File: src/rtl/gres_pkg.sv
package gres_pkg;

    // Resolution case of one pin
    typedef enum logic [2:0] {
        SRC_EXT     = 3'd0,
        SRC_INT     = 3'd1,
        SRC_SHARED  = 3'd2,
        SRC_PULL_UP = 3'd3,
        SRC_PULL_DN = 3'd4,
        SRC_FLOAT   = 3'd5
    } pin_src_e;

    function automatic pin_src_e classify(input logic int_en, input logic ext_en,
                                          input logic pu, input logic pd);
        pin_src_e s;
        if (int_en && ext_en)      s = SRC_SHARED;
        else if (int_en)           s = SRC_INT;
        else if (ext_en)           s = SRC_EXT;
        else if (pu)               s = SRC_PULL_UP;
        else if (pd)               s = SRC_PULL_DN;
        else                       s = SRC_FLOAT;
        return s;
    endfunction

endpackage

File: src/rtl/gres_drive.sv
module gres_drive #(
    parameter int PINS = 32
) (
    input  logic [PINS-1:0] out_data,
    input  logic [PINS-1:0] polarity,
    input  logic [PINS-1:0] out_en,
    input  logic [PINS-1:0] open_drain,
    output logic [PINS-1:0] drv_level,
    output logic [PINS-1:0] drv_en
);

    always_comb begin
        drv_level = out_data ^ polarity;
        // open-drain pins release the line when the level would be high
        drv_en    = out_en & ~(open_drain & drv_level);
    end

endmodule

File: src/rtl/gres_merge.sv
module gres_merge
    import gres_pkg::*;
#(
    parameter int PINS = 32
) (
    input  logic            clk,
    input  logic            rst_n,
    input  logic [PINS-1:0] drv_level,
    input  logic [PINS-1:0] drv_en,
    input  logic [PINS-1:0] ext_drive,
    input  logic [PINS-1:0] ext_level,
    input  logic [PINS-1:0] pull_up,
    input  logic [PINS-1:0] pull_dn,
    output logic [PINS-1:0] pin_level,
    output logic [PINS-1:0] pin_undef
);

    for (genvar i = 0; i < PINS; i++) begin : g_pin
        pin_src_e src;
        always_comb begin
            src = classify(drv_en[i], ext_drive[i], pull_up[i], pull_dn[i]);
            pin_level[i] = 1'b0;
            pin_undef[i] = 1'b0;
            unique case (src)
                SRC_SHARED: begin
                    pin_level[i] = ext_level[i] | drv_level[i];
                    pin_undef[i] = ext_level[i] ^ drv_level[i];
                end
                SRC_INT:     pin_level[i] = drv_level[i];
                SRC_EXT:     pin_level[i] = ext_level[i];
                SRC_PULL_UP: pin_level[i] = 1'b1;
                SRC_PULL_DN: pin_level[i] = 1'b0;
                SRC_FLOAT:   pin_undef[i] = 1'b1;
                default: begin
                    pin_level[i] = 1'b0;
                    pin_undef[i] = 1'b1;
                end
            endcase
        end
    end

    // opposite drivers always flag the pin
    a_r3_contention: assert property (@(posedge clk) disable iff (!rst_n)
        ((drv_en & ext_drive & (drv_level ^ ext_level)) & ~pin_undef) == '0);

    // externally driven pin with idle output stage shows the external level
    a_r4_ext_only: assert property (@(posedge clk) disable iff (!rst_n)
        ((ext_drive & ~drv_en) & (pin_level ^ ext_level)) == '0);

    // undriven pin with pull-up reads high
    a_r5_pull_up: assert property (@(posedge clk) disable iff (!rst_n)
        ((~ext_drive & ~drv_en & pull_up) & ~pin_level) == '0);

    // undriven pin with no pull is flagged
    a_r7_floating: assert property (@(posedge clk) disable iff (!rst_n)
        ((~ext_drive & ~drv_en & ~pull_up & ~pull_dn) & ~pin_undef) == '0);

endmodule

File: src/rtl/gres_sample.sv
module gres_sample #(
    parameter int PINS = 32
) (
    input  logic            clk,
    input  logic            rst_n,
    input  logic [PINS-1:0] pin_level,
    input  logic [PINS-1:0] in_en,
    input  logic [PINS-1:0] polarity,
    output logic [PINS-1:0] data_in
);

    logic [PINS-1:0] din_next;

    always_comb din_next = (pin_level & in_en) ^ polarity;

    always_ff @(posedge clk or negedge rst_n) begin
        if (!rst_n) data_in <= '0;
        else        data_in <= din_next;
    end

    // reset clears data-in
    a_r9_reset_zero: assert property (@(posedge clk) !rst_n |-> data_in == '0);

    // masked input bits equal polarity one clock later
    a_r8_masked_bits: assert property (@(posedge clk) disable iff (!rst_n)
        1'b1 |=> ((data_in ^ $past(polarity)) & ~$past(in_en)) == '0);

endmodule

File: src/rtl/gpio_pin_resolver.sv
module gpio_pin_resolver #(
    parameter int PINS = 32
) (
    input  logic            clk,
    input  logic            rst_n,
    input  logic [PINS-1:0] out_data,
    input  logic [PINS-1:0] polarity,
    input  logic [PINS-1:0] out_en,
    input  logic [PINS-1:0] open_drain,
    input  logic [PINS-1:0] pull_up,
    input  logic [PINS-1:0] pull_dn,
    input  logic [PINS-1:0] in_en,
    input  logic [PINS-1:0] ext_drive,
    input  logic [PINS-1:0] ext_level,
    output logic [PINS-1:0] pin_level,
    output logic [PINS-1:0] pin_undef,
    output logic [PINS-1:0] data_in
);

    logic [PINS-1:0] drv_level;
    logic [PINS-1:0] drv_en;

    gres_drive #(.PINS(PINS)) drive_i (
        .out_data   (out_data),
        .polarity   (polarity),
        .out_en     (out_en),
        .open_drain (open_drain),
        .drv_level  (drv_level),
        .drv_en     (drv_en)
    );

    gres_merge #(.PINS(PINS)) merge_i (
        .clk       (clk),
        .rst_n     (rst_n),
        .drv_level (drv_level),
        .drv_en    (drv_en),
        .ext_drive (ext_drive),
        .ext_level (ext_level),
        .pull_up   (pull_up),
        .pull_dn   (pull_dn),
        .pin_level (pin_level),
        .pin_undef (pin_undef)
    );

    gres_sample #(.PINS(PINS)) sample_i (
        .clk       (clk),
        .rst_n     (rst_n),
        .pin_level (pin_level),
        .in_en     (in_en),
        .polarity  (polarity),
        .data_in   (data_in)
    );

    // open-drain pin asked to go high, with pull-down only and nothing outside, reads low
    a_r2_od_release: assert property (@(posedge clk) disable iff (!rst_n)
        ((open_drain & out_en & (out_data ^ polarity) & ~ext_drive & pull_dn & ~pull_up)
         & pin_level) == '0);

    // push-pull enabled pin without outside driver follows data XOR polarity
    a_r1_push_pull: assert property (@(posedge clk) disable iff (!rst_n)
        ((out_en & ~open_drain & ~ext_drive) & (pin_level ^ out_data ^ polarity)) == '0);

    // data-in follows the resolved pins after one clock
    a_r8_din_lag: assert property (@(posedge clk) disable iff (!rst_n)
        1'b1 |=> data_in == (($past(pin_level) & $past(in_en)) ^ $past(polarity)));

endmodule

File: config.mk
export PLATFORM = sky130hd
export DESIGN_NAME = gpio_pin_resolver
export DESIGN_NICKNAME = d
export VERILOG_FILES = /design/src/rtl/gres_pkg.sv /design/src/rtl/gres_drive.sv /design/src/rtl/gres_merge.sv /design/src/rtl/gres_sample.sv /design/src/rtl/gpio_pin_resolver.sv
export SDC_FILE = /design/constraint.sdc
export NUM_CORES = 1
export LEC_CHECK = 0
export ABC_AREA = 0
export BUFFER_PORTS_ARGS = -buffer_cell sky130_fd_sc_hd__clkbuf_2
export CAP_MARGIN = 20
export CORE_AREA = 2 2 150 152
export CTS_BUF_LIST = sky130_fd_sc_hd__clkbuf_4 sky130_fd_sc_hd__clkbuf_8
export DETAILED_ROUTE_END_ITERATION = 8
export DIE_AREA = 0 0 152 154
export PLACE_DENSITY = 0.52
export SETUP_SLACK_MARGIN = 0.05
export SYNTH_ARGS = -nofsm -noshare
export SYNTH_HDL_FRONTEND = slang
export SYNTH_HIERARCHICAL = 1
export SYNTH_SLANG_ARGS = --single-unit
File: constraint.sdc
create_clock -name clk -period 1.56 [get_ports clk]
set_input_delay 0.312 -clock clk [delete_from_list [all_inputs] [get_ports clk]]
set_output_delay 0.312 -clock clk [all_outputs]
set_load 0.02 [all_outputs]
**Word-level counts from Yosys, hierarchy flattened**

Index checks and enable logic that the tools add are counted.

- Logic and storage cells: 519
- Output and inout bits: 96
- Register bits: 32

- Muxes and demuxes: 224
- Reductions and logical operators: 96
- Equality and inequality tests: 128
- Bitwise gates (word level): 70

Operator list:

| kind | count |
|---|---|
| 2-to-1 mux 3 bit | 128 |
| == test 3 x 2 -> 1 bit, second input constant | 64 |
| one-hot mux 1 bit (4 select lines) | 32 |
| OR reduction 4 bit | 32 |
| bitwise AND 32 bit | 3 |
| == test 3 x 1 -> 1 bit, second input constant | 32 |
| == test 3 bit, second input constant | 32 |
| zero test 3 bit | 32 |
| one-hot mux 1 bit (2 select lines) | 32 |
| XOR 32 bit | 2 |
| logical AND 1 bit | 32 |
| 2-to-1 mux 1 bit | 32 |
| NOT 32 bit | 1 |
| bitwise OR 1 bit | 32 |
| XOR 1 bit | 32 |

**Logic depth before layout (Yosys ltp)**

- Depth in word-level cells: 10
- Depth in mapped cells: 7

**Cells and area by module**

Netlist, hierarchy kept.

Modules (own cells, without submodules):

| module | cells each | instances | area an instance (µm²) |
|---|---|---|---|
| gres_merge | 224 | 1 | 1954.4 |
| gres_sample | 96 | 1 | 1201.2 |
| gres_drive | 64 | 1 | 520.5 |

**Least setup slack after synthesis**

No wires, ideal clock.

- Path type: in2out
- From: in polarity[8]
- To: out pin_undef[8]
- Arrival time: 1.451 ns
- Path buffers: 0
- Path slack: -0.203 ns
- Stages: 3
- Cell sequence: xor2_1 > a21boi_1 > o41ai_1

- Cells in the longest elaborated chain, start to end: 9

Ends and longest elaborated chain:

| item | RTL line | text |
|---|---|---|
| start, declared | gpio_pin_resolver.sv:7 | `input logic [PINS-1:0] polarity,` |
| XOR 32 bit (*) | gres_drive.sv:13 | `drv_level = out_data ^ polarity;` |
| bitwise AND 32 bit (*) | gres_drive.sv:15 | `drv_en = out_en & ~(open_drain & drv_level);` |
| NOT 32 bit (*) | gres_drive.sv:15 |  |
| bitwise AND 32 bit (*) | gres_drive.sv:15 |  |
| named net drv_en[8] | gpio_pin_resolver.sv:21 | `logic [PINS-1:0] drv_en;` |
| 2-to-1 mux 3 bit / logical AND 1 bit (equally long branches) | gres_pkg.sv:17, gres_pkg.sv:16 |  |
| 2-to-1 mux 3 bit (*) | gres_pkg.sv:16 | `if (int_en && ext_en) s = SRC_SHARED;` |
| == test 3 x 1 -> 1 bit, or another cell as far along | gres_merge.sv:24 | `unique case (src)` |
| OR reduction 4 bit (no line) | - |  |
| one-hot mux 1 bit (2 select lines) (*) | gres_merge.sv:24 |  |
| end, declared | gpio_pin_resolver.sv:16 | `output logic [PINS-1:0] pin_undef,` |

Mark *: on every way through the listed nets, which the timed path passes. The rest lies on a longest branch.

**Final worst setup path**

- From: in polarity[20]
- To: out pin_level[20]

- Cells in the longest elaborated chain, start to end: 8

Ends and longest elaborated chain:

| item | RTL line | text |
|---|---|---|
| XOR 32 bit (*) | gres_drive.sv:13 |  |
| named net drv_level[20] | gpio_pin_resolver.sv:20 | `logic [PINS-1:0] drv_level;` |
| bitwise AND 32 bit (*) | gres_drive.sv:15 |  |
| NOT 32 bit (*) | gres_drive.sv:15 |  |
| bitwise AND 32 bit (*) | gres_drive.sv:15 |  |
| named net drv_en[20] | gpio_pin_resolver.sv:21 |  |
| 2-to-1 mux 3 bit / logical AND 1 bit (equally long branches) | gres_pkg.sv:17, gres_pkg.sv:16 |  |
| 2-to-1 mux 3 bit (*) | gres_pkg.sv:16 |  |
| == test 3 x 2 -> 1 bit, or another cell as far along | gres_merge.sv:24 |  |
| one-hot mux 1 bit (4 select lines) (*) | gres_merge.sv:24 |  |
| end, declared | gpio_pin_resolver.sv:15 | `output logic [PINS-1:0] pin_level,` |

Marked as above.

==> insert_results.sql <==
INSERT INTO impl_metrics (metric_group, metric, value, unit) VALUES
('run_status', 'run_status', 'finished, violations left', ''),
('run_status', 'violations', 'setup timing', ''),
('final_layout', 'largest_register_ff_count', '32', ''),
('setup_path', 'crit_buf_inv', '2', ''),
('setup_path', 'critical_path.max_stage_delay', '0.58', 'ns'),
('floorplan', 'floorplan.core_area', '21700', 'um2'),
('pwr', 'power.ir.vdd_worst', '0.221', 'mV'),
('floorplan', 'rows', '54', ''),
('final_layout', 'max_flop_register', 'sample_i/data_in', ''),
('final_layout', 'final_nets', '1177', ''),
('floorplan', 'io_pins', '386', ''),
('grt', 'gr-usage-met1', '14.7', '%'),
('detailed_routing', 'post_drt_via_cell_ratio', '4.27', ''),
('grt', 'grt-busiest-layer', 'met2', ''),
('grt', 'grt_pass1_vias', '5044', ''),
('setup_path', 'criticalPathCategory', 'in2out', ''),
('logic_synthesis', 'synth.top_cell.area_share', '21.8', '%'),
('logic_synthesis', 'async_reset_ff_share', '100', '%'),
('floorplan', 'floorplan.initialDensity', '16.9', '%'),
('sta', 'remaining_max_slew_budget_at_the_tightest_pin', '65.3', '%'),
('pwr', 'clkPwrFrac', '13.8', '%'),
('setup_path', 'crit_fanout', '3', ''),
('clocking', 'number_of_buffers_created_by_cts', '5', ''),
('placed_design', 'dpl-instance-area', '6760', 'um2'),
('setup_path', 'critPathRequiredTime', '1.25', 'ns'),
('floorplan', 'dieArea', '23400', 'um2'),
('final_layout', 'flow.area_growth_from_synthesis', '149', '%'),
('sta', 'rsz_0062_raised_after_global_routing', 'yes', ''),
('grt', 'met3_usage', '3.86', '%'),
('grt', 'grt_max_degree', '33', ''),
('detailed_routing', 'wirelength', '18500', 'um'),
('logic_synthesis', 'syn-instance-count', '384', ''),
('sta', 'min_period', '1.84', 'ns'),
('sta', 'fraction_of_the_cycle_the_final_worst_path_needs', '118', '%'),
('pwr', 'power-per-cell-area', '540', 'nW/um2'),
('placed_design', 'finalWeightedCongestion', '0.839', ''),
('clocking', 'clkSlewWorstSetupHoldPaths', '0.07', 'ns'),
('setup_path', 'worst_ep_arrival_time', '1.53', 'ns'),
('final_layout', 'drive_above_1_share', '78.6', '%'),
('grt', 'gr-total-overflow', '0', ''),
('logic_synthesis', 'netlist.top_cell.by_area', 'sky130_fd_sc_hd__dfrtp_1', ''),
('detailed_routing', 'vias', '4846', ''),
('logic_synthesis', 'yosysSeqAreaShare', '21.8', '%'),
('logic_synthesis', 'synthFlopType', 'sky130_fd_sc_hd__dfrtp_1', ''),
('setup_path', 'critical_path.endpoint_type', 'output port', ''),
('logic_synthesis', 'ys_types', '13', ''),
('grt', 'antenna_found_initial', '0', ''),
('pwr', 'total_leakage_power', '4.39', 'nW'),
('clocking', 'max-clock-path-buffers', '2', ''),
('logic_synthesis', 'post_synth_edffs', '0', ''),
('pwr', 'seq_power_share', '19.9', '%'),
('detailed_routing', 'drc', '0', ''),
('setup_path', 'timing.critical_path.mode_cell', 'sky130_fd_sc_hd__buf_8', ''),
('logic_synthesis', 'syn-cell-area', '3680', 'um2'),
('logic_synthesis', 'synthesis.yosys.warnings', '6', ''),
('logic_synthesis', 'ys_top_cells_by_area', 'sky130_fd_sc_hd__dfrtp_1 22%, sky130_fd_sc_hd__mux4_2 20%, sky130_fd_sc_hd__ha_1 11%', ''),
('grt', 'grt_util_met2', '28.2', '%'),
('logic_synthesis', 'synthesis.nets', '706', ''),
('floorplan', 'die_h', '154', 'um'),
('pwr', 'internal-power', '0.00302', 'W'),
('clocking', 'cts_hold_repair.buffers', '0', ''),
('clocking', 'numClockSinks', '32', ''),
('sta', 'worst-slew-pin-transition', '0.520', 'ns'),
('final_layout', 'antenna_cells', '0', ''),
('sta', 'post_layout_worst_setup_margin', '-0.283', 'ns'),
('final_layout', 'top_regs', 'sample_i/data_in x32', ''),
('logic_synthesis', 'synthMostInstantiatedCell', 'sky130_fd_sc_hd__inv_1', ''),
('sta', 'fin_tns_setup', '-9.29', 'ns'),
('grt', 'overall_track_demand_over_capacity_in_global_routing', '14.1', '%'),
('pwr', 'power.combinational.fraction', '66.3', '%'),
('sta', 'timing.final.setup_violations', '63', '');
kinds of logic after synthesis:
kind of cell | after synthesis | synth area share (%)
compound gates | 64 | 14.2
flops | 32 | 21.8
buf+inv | 96 | 9.80
fa+ha+maj | 32 | 10.9
xor+xnor | 64 | 15.2
mux | 32 | 19.6
simple gates | 64 | 8.51
layer usage:
| layer | share of wire [%] | vias up | wire [um] |
|---|---|---|---|
| li1 | - | 2269 | - |
| met1 | 35 | 2302 | 6400 |
| met2 | 56 | 247 | 10400 |
| met3 | 7.2 | 28 | 1340 |
| met4 | 1.9 | 0 | 354 |
| met5 | 0 | - | 0 |
per-stage QoR:
stage	instances	hold WS [ns]	utilization, %
after floorplan	384	0.0164	-
final	1135	0.0606	42.2
after global routing	1135	0.102	42.2
after CTS	1124	0.0627	37.6
after detailed placement	1106	0.415	31.2
after global placement	1106	0.410	31.2
final cells by class:
type / count / area (um2)
fill: 2061 / 12500
multi-input combinational: 256 / 3850
timing repair buffer: 464 / 3710
sequential: 32 / 801
inverter: 96 / 360
tap: 280 / 350
clock buffer: 6 / 76.3
clock inverter: 1 / 5.00
layout by cell type (no fill, tap or decap), types with 9 or more instances in the layout:
master,Yosys,final
sky130_fd_sc_hd__clkbuf_2,0,260
sky130_fd_sc_hd__buf_4,0,76
sky130_fd_sc_hd__buf_8,0,68
sky130_fd_sc_hd__inv_1,96,65
sky130_fd_sc_hd__clkbuf_8,0,35
sky130_fd_sc_hd__mux4_2,32,32
sky130_fd_sc_hd__dfrtp_1,32,32
sky130_fd_sc_hd__inv_2,0,31
sky130_fd_sc_hd__xnor2_1,32,30
sky130_fd_sc_hd__xor2_4,0,29
sky130_fd_sc_hd__nand2_1,32,28
sky130_fd_sc_hd__a21boi_2,0,22
sky130_fd_sc_hd__buf_6,0,22
sky130_fd_sc_hd__ha_4,0,19
sky130_fd_sc_hd__nor4_2,0,17
sky130_fd_sc_hd__a31o_1,13,12
sky130_fd_sc_hd__a31o_2,13,11
sky130_fd_sc_hd__ha_1,32,11
sky130_fd_sc_hd__a21boi_4,0,9
power groups by stage:
stage	Clock (W)	Combinational (W)	Sequential (W)
2_1_floorplan	0	0.00104	0.00115
3_3_place_gp	0	0.00231	0.00100
3_5_place_dp	0	0.00232	0.00100
4_1_cts	0.000764	0.00282	0.000986
5_1_grt	0.000778	0.00350	0.000999
6_report	0.000683	0.00328	0.000985
worst max-delay path by stage:
stage                       startpoint       endpoint  cells past startpoint
after floorplan            polarity[1]   pin_undef[1]                      3
after global placement    polarity[18]  pin_level[18]                      7
after detailed placement  polarity[18]  pin_level[18]                      7
after CTS                 out_data[18]  pin_level[18]                      7
after global routing      polarity[18]  pin_level[18]                      7
final                     polarity[20]  pin_level[20]                      5
timing repair:
item                       4_1_cts  5_1_grt
gates resized for setup        220      271
pin swaps                       68       73
setup endpoints to repair       64       68
setup buffers                   16       15
(Power assumes the default switching activity.)
